[src/rtl/simd_rev_pkg.sv]
`timescale 1ns/1ps
package simd_rev_pkg;

  // Operation select, encoded as {o0, U}
  typedef enum logic [1:0] {
    OP_C64    = 2'b00,
    OP_C32    = 2'b01,
    OP_C16    = 2'b10,
    OP_BITREV = 2'b11
  } rev_op_e;

  typedef struct packed {
    logic      q;     // 1: 128-bit form
    logic [1:0] size; // element size code
    rev_op_e   op;
    logic      bad;   // unallocated combination
  } rev_cmd_t;

  // Element not smaller than container
  function automatic logic is_unalloc(rev_op_e op, logic [1:0] size);
    return (op != OP_BITREV) && (({1'b0, op} + {1'b0, size}) >= 3'd3);
  endfunction

  // Source byte feeding output byte b: XOR with (container bytes - element bytes)
  function automatic int unsigned rev_src_index(int unsigned b, rev_op_e op,
                                                logic [1:0] size);
    int unsigned cont_bytes;
    int unsigned elem_bytes;
    cont_bytes = 32'd8 >> op;
    elem_bytes = 32'd1 << size;
    return b ^ (cont_bytes - elem_bytes);
  endfunction

  function automatic logic [7:0] mirror_byte(logic [7:0] v);
    logic [7:0] r;
    for (int i = 0; i < 8; i++) r[7-i] = v[i];
    return r;
  endfunction

endpackage

[src/rtl/simd_rev_decode.sv]
`timescale 1ns/1ps
module simd_rev_decode
  import simd_rev_pkg::*;
(
  input  logic        use_word,
  input  logic [31:0] insn,
  input  logic        q_in,
  input  logic [1:0]  size_in,
  input  logic [1:0]  op_in,
  output rev_cmd_t    cmd
);

  logic       frame_ok;
  logic       w_q;
  logic [1:0] w_size;
  rev_op_e    w_op;
  logic       w_bad;
  logic [4:0] w_opc;
  logic       w_u;

  // Register-number fields belong to the register file, not this unit
  wire unused_reg_fields = ^insn[9:0];

  assign w_opc = insn[16:12];
  assign w_u   = insn[29];

  always_comb begin
    w_q      = insn[30];
    w_size   = insn[23:22];
    w_op     = OP_C64;
    w_bad    = 1'b0;
    frame_ok = !insn[31] && (insn[28:24] == 5'b01110) && insn[21] &&
               (insn[20:17] == 4'b0000) && (insn[11:10] == 2'b10);
    if (!frame_ok) begin
      w_bad = 1'b1;
    end else if (w_opc == 5'b00000) begin
      w_op = w_u ? OP_C32 : OP_C64;
    end else if ((w_opc == 5'b00001) && !w_u) begin
      w_op = OP_C16;
    end else if ((w_opc == 5'b00101) && w_u && (insn[23:22] == 2'b01)) begin
      w_op = OP_BITREV;
    end else begin
      w_bad = 1'b1;
    end
  end

  always_comb begin
    if (use_word) begin
      cmd.q    = w_q;
      cmd.size = w_size;
      cmd.op   = w_op;
    end else begin
      cmd.q    = q_in;
      cmd.size = size_in;
      cmd.op   = rev_op_e'(op_in);
    end
    cmd.bad = (use_word && w_bad) || is_unalloc(cmd.op, cmd.size);
  end

endmodule

[src/rtl/simd_rev_perm.sv]
`timescale 1ns/1ps
module simd_rev_perm
  import simd_rev_pkg::*;
#(
  parameter int VEC_W  = 128,
  parameter int BYTE_W = 8
) (
  input  rev_cmd_t          cmd,
  input  logic [VEC_W-1:0]  src,
  output logic [VEC_W-1:0]  res
);

  localparam int NBYTES     = VEC_W / BYTE_W;
  localparam int HALF_BYTES = NBYTES / 2;
  localparam int IDX_W      = $clog2(NBYTES);

  logic [NBYTES-1:0][BYTE_W-1:0] src_b;
  assign src_b = src;

  for (genvar b = 0; b < NBYTES; b++) begin : g_byte
    localparam bit IN_UPPER = (b >= HALF_BYTES);
    logic [IDX_W-1:0]  pick;
    logic [BYTE_W-1:0] moved;
    logic [BYTE_W-1:0] flipped;
    logic [BYTE_W-1:0] byte_out;

    always_comb begin
      pick    = IDX_W'(rev_src_index(b, cmd.op, cmd.size));
      moved   = src_b[pick];
      flipped = mirror_byte(src_b[b]);
      if (cmd.bad || (IN_UPPER && !cmd.q)) begin
        byte_out = '0;
      end else if (cmd.op == OP_BITREV) begin
        byte_out = flipped;
      end else begin
        byte_out = moved;
      end
    end

    assign res[b*BYTE_W +: BYTE_W] = byte_out;
  end

endmodule

[src/rtl/simd_rev_unit.sv]
`timescale 1ns/1ps
module simd_rev_unit
  import simd_rev_pkg::*;
#(
  parameter int VEC_W  = 128,
  parameter int BYTE_W = 8
) (
  input  logic             clk,
  input  logic             rst_n,
  input  logic             in_valid,
  input  logic             use_word,
  input  logic [31:0]      insn,
  input  logic             q_in,
  input  logic [1:0]       size_in,
  input  logic [1:0]       op_in,
  input  logic [VEC_W-1:0] src,
  output logic             out_valid,
  output logic             out_illegal,
  output logic [VEC_W-1:0] out_data
);

  localparam int HALF_W = VEC_W / 2;
  localparam int ONES_W = $clog2(VEC_W + 1);

  rev_cmd_t         dec_cmd;
  logic [VEC_W-1:0] perm_res;
  logic             evt_accept;
  logic [ONES_W-1:0] src_ones;

  simd_rev_decode u_decode (
    .use_word (use_word),
    .insn     (insn),
    .q_in     (q_in),
    .size_in  (size_in),
    .op_in    (op_in),
    .cmd      (dec_cmd)
  );

  simd_rev_perm #(.VEC_W(VEC_W), .BYTE_W(BYTE_W)) u_perm (
    .cmd (dec_cmd),
    .src (src),
    .res (perm_res)
  );

  assign evt_accept = in_valid;
  assign src_ones   = ONES_W'($countones(dec_cmd.q ? src
                                         : {{HALF_W{1'b0}}, src[HALF_W-1:0]}));

  always_ff @(posedge clk or negedge rst_n) begin
    if (!rst_n) begin
      out_valid   <= 1'b0;
      out_illegal <= 1'b0;
      out_data    <= '0;
    end else begin
      out_valid   <= evt_accept;
      out_illegal <= evt_accept && dec_cmd.bad;
      if (evt_accept) out_data <= perm_res;
    end
  end

  // one-cycle latency on the valid strobe
  p_valid_follows_r1: assert property (@(posedge clk) disable iff (!rst_n)
    evt_accept |=> out_valid);
  p_valid_idle_r1: assert property (@(posedge clk) disable iff (!rst_n)
    !evt_accept |=> !out_valid);

  // every legal permutation keeps the number of set bits
  p_ones_kept_r5: assert property (@(posedge clk) disable iff (!rst_n)
    (evt_accept && !dec_cmd.bad) |=>
      (ONES_W'($countones(out_data)) == $past(src_ones)));

  // narrow form clears the upper half
  p_upper_clear_r6: assert property (@(posedge clk) disable iff (!rst_n)
    (evt_accept && !dec_cmd.q) |=> (out_data[VEC_W-1:HALF_W] == '0));

  // illegal flag only with valid, and then the result is zero
  p_illegal_zero_r7: assert property (@(posedge clk) disable iff (!rst_n)
    out_illegal |-> (out_valid && (out_data == '0)));

  // result held while idle
  p_hold_r9: assert property (@(posedge clk) disable iff (!rst_n)
    !evt_accept |=> ($stable(out_data) && !out_illegal));

endmodule

[config.mk]
export PLATFORM = sky130hd
export DESIGN_NAME = simd_rev_unit
export DESIGN_NICKNAME = d
export VERILOG_FILES = /design/src/rtl/simd_rev_pkg.sv /design/src/rtl/simd_rev_decode.sv /design/src/rtl/simd_rev_perm.sv /design/src/rtl/simd_rev_unit.sv
export SDC_FILE = /design/constraint.sdc
export NUM_CORES = 1
export LEC_CHECK = 0
export BUFFER_PORTS_ARGS = -buffer_cell sky130_fd_sc_hd__clkbuf_2
export CORE_MARGIN = 3
export CORE_UTILIZATION = 34
export CTS_BUF_LIST = sky130_fd_sc_hd__clkbuf_8
export DETAILED_ROUTE_END_ITERATION = 10
export PLACE_DENSITY = 0.59
export SLEW_MARGIN = 25
export SYNTH_ARGS = -nofsm -noshare
export SYNTH_HDL_FRONTEND = slang
export SYNTH_HIERARCHICAL = 1
export SYNTH_SLANG_ARGS = --single-unit
[constraint.sdc]
create_clock -name clk -period 0.9 [get_ports clk]
set_clock_uncertainty 0.15 [all_clocks]
set_input_delay 0.045 -clock clk [delete_from_list [all_inputs] [get_ports clk]]
set_output_delay 0.045 -clock clk [all_outputs]
set_load 0.005 [all_outputs]
==> results.tsv <==
stage	metric	value	unit
placement	Detail Placement HPWL	42800	um
pwr	P_leak	9.25	nW
placement	Port Buffers	288	
layout	commonest non-fill, non-tap cells in the layout	buf_4 (344), clkbuf_2 (283), mux2_2 (159)	
job	Max Cap Viol	0	
floorplan	core region area	34900	um2
detailed_routing	post-route ant nets	0	
detailed_routing	initial DRC count	1524	
timing	max-slew violations	0	
placement	RePlAce Congestion	1.00	
layout	commonest non-fill, non-tap cell in the layout	buf_4	
placement	Cells after DPL	2291	
synthesis	Seq/Total Area, Yosys	26.8	%
detailed_routing	drt first pass iters	6	
timing	Total Neg Setup Slack	-357.77	ns
worst_setup_path	worst-path fanout max	10	
worst_setup_path	Req. time, crit path	1.12	ns
worst_setup_path	R2R cell count	1	
grt	vias in the first global route	13400	
clocking	CTS max path bufs	2	
detailed_routing	DR DRC count	0	
timing	final count of negative-setup-slack endpoints	259	
timing	RSZ-0062 raised after global routing	true	
timing	Final Hold Viols	81	
clocking	TritonCTS Buffers	17	
layout	Post-Route Utilization	55.3	%
timing	Hold Slack	-0.164	ns
timing	Fmax	290	MHz
worst_setup_path	endpoint class of the critical path	flop	
layout	Filler Cell Count	3154	
timing	Worst Setup Slack, final	-2.54	ns
grt	Overflow after GRT	0	
synthesis	Post-synth ARST share	100	%
timing	Slew @ Worst Pin	0.892	ns
floorplan	die width	195	um
synthesis	Ys Warns	6	
pwr	total power	35.2	mW
detailed_routing	routed wire length	56800	um
grt	GRT Overall Usage	28.1	%
synthesis	Netlist Area Pre-Place	12100	um2
layout	final instance area	19300	um2
clocking	cts hold-fix bufs	2	
detailed_routing	Vias/cell	5.85	
synthesis	largest cells by area after synthesis	dfrtp_1 (27%), mux2_2 (18%), mux4_2 (8.5%)	
layout	Final nets	2072	
worst_setup_path	worst path cell trace	buf_6 -> nor4_4 -> nand4_4 -> o22ai_4 -> and2_4 -> inv_6 -> ha_4 -> fa_4 -> clkbuf_16 -> buf_12 -> buf_16 -> nand3b_1 -> a31oi_1 -> buf_4 -> nand2_1 -> a32o_1 -> mux2_2	
worst_setup_path	CP peak stage delay	0.67	ns
timing	fin crit share	383	%
detailed_routing	WL per Instance	24.0	um
floorplan	die area	38000	um2
run_status	failing checks	negative hold slack, negative setup slack	
synthesis	Synth area leader	dfrtp_1	
clocking	Sink Count	130	
synthesis	EDFF count, synth	0	
floorplan	Die H	195	um
clocking	clk_lat worst skew	0.47	ns
pwr	Pwr Density	1820	nW/um2
worst_hold_path	min-delay worst type	input port to async pin	
grt	initial antenna violation count	4	
worst_setup_path	crit path DAT	3.67	ns
floorplan	io pins	299	
synthesis	Mean Syn Cell Area	9.41	um2
worst_setup_path	worst r2r src	out_data[70]	
clocking	root buf cell	clkbuf_8	
placement	pre-CTS setup slack	-3.13	ns
synthesis	Synth top area share	26.8	%
clocking	CTS clk-pin slew, worst paths	0.09	ns
worst_setup_path	CP Launch Type	input port	
worst_setup_path	Critical R2R Capture	out_data[70]	
layout	area of the multi-input gates	9440	um2
layout	sequential cell area	3250	um2
floorplan	# rows	68	
synthesis	post-synthesis cell type count	55	
worst_setup_path	Worst Path Buf+Inv	6	
worst_setup_path	reg-to-reg setup timing slack	-0.08	ns
run_status	status	finished, violations left	
worst_setup_path	Crit Path Category	input port to flop	
synthesis	synthesis-stage register bit count	130	
layout	Area Growth Syn to Fin	59.1	%
worst_setup_path	Crit path max-delay family	simple AND/OR/NAND/NOR gates	
layout	layout cells sized above 1	60.9	%
synthesis	Mapped Cells	1288	
timing	minimum clock period after layout	3.44	ns
worst_setup_path	Worst path slowest cell	fa_4	
grt	largest net degree at the start of global routing	69	
timing	Max transition margin	40.6	%
synthesis	Mapped Nets	1463	
floorplan	Initial Utilization	34.8	%
grt	first-pass GRT wire length	83100	um
layout	final std cells w/o fill	2367	
placement	Post-DP Area	17100	um2
clocking	# H-tree levels	4	
detailed_routing	Vias	13800	
synthesis	ys flop type	dfrtp_1	
clocking	CTS tree	yes	
pwr	VDD IR max	1.02	mV
[registers in the layout (all words and copies together) (netlist names)]
name,count
out_data,128
out_illegal,1
out_valid,1
[kinds of logic (layout without fill, tap and decap cells)]
group           Yosys count  after routing  share of synthesized area (%)
xor+xnor                  3              3                          0.217
flops                   130            130                           26.8
buf+inv                 136            758                           5.49
other cells               0              2                              0
simple gates            381            381                           14.4
compound gates          288            288                           17.1
mux                     344            344                           35.3
fa+ha+maj                 6              6                          0.743
[routing by layer]
metal	routed length (um)	GRT usage, %	part of all wire, %	vias to the layer above
met1	25800	41.0	45	6881
met2	24600	42.2	43	733
li1	-	-	-	6124
met4	1360	7.00	2.4	4
met3	4940	6.48	8.7	98
met5	30	0	0.053	-
[Yosys cell counts, drive strengths merged, types with 2 or more instances]
| master | n |
|---|---|
| mux2 | 205 |
| nand2 | 158 |
| dfrtp | 130 |
| nor2 | 104 |
| mux2i | 93 |
| a21oi | 81 |
| clkbuf | 68 |
| a32o | 60 |
| buf | 57 |
| a31oi | 47 |
| mux4 | 46 |
| o21ai | 36 |
| nand3 | 30 |
| o221ai | 25 |
| and3 | 22 |
| nor3 | 17 |
| a221o | 16 |
| nor2b | 14 |
| nand3b | 12 |
| inv | 11 |
| and2 | 10 |
| a32oi | 4 |
| and4b | 4 |
| ha | 4 |
| nand2b | 4 |
| o32ai | 4 |
| o41ai | 4 |
| o211ai | 3 |
| a211oi | 2 |
| fa | 2 |
| nor4 | 2 |
| o22ai | 2 |
| xnor2 | 2 |
[power by group]
| part | switching (mW) | leakage [nW] | internal (mW) |
|---|---|---|---|
| Combinational | 10.7 | 7.27 | 11.1 |
| Clock | 2.87 | 0.223 | 3.17 |
| Sequential | 0.581 | 1.76 | 6.77 |
| Total | 14.2 | 9.25 | 21.0 |
[worst max-delay path by stage]
stage / start / end / cells past startpoint
2_1_floorplan: insn[10] / out_data[1] / 13
3_3_place_gp: insn[10] / out_data[9] / 16
3_5_place_dp: insn[10] / out_data[9] / 16
4_1_cts: insn[17] / out_data[73] / 17
5_1_grt: insn[28] / out_data[75] / 16
6_report: insn[28] / out_data[73] / 17
[cell type report]
cell class / instances / share of cell area, %
multi-input combinational: 1022 / 48.9
timing repair buffer: 715 / 28.7
sequential: 130 / 16.9
tap: 455 / 2.95
clock buffer: 19 / 1.36
clock inverter: 13 / 0.954
inverter: 11 / 0.240
antenna: 2 / 0.0259
[what timing repair did]
item                                    in CTS  in global routing
pin swaps                                   13                 48
endpoints found under the setup margin     259                259
gates cloned                                 3                  6
endpoints found under the hold margin      226                 85
setup buffers                               12                 20
gates resized for setup                     86                177
Power figures use the tool's default switching activity.
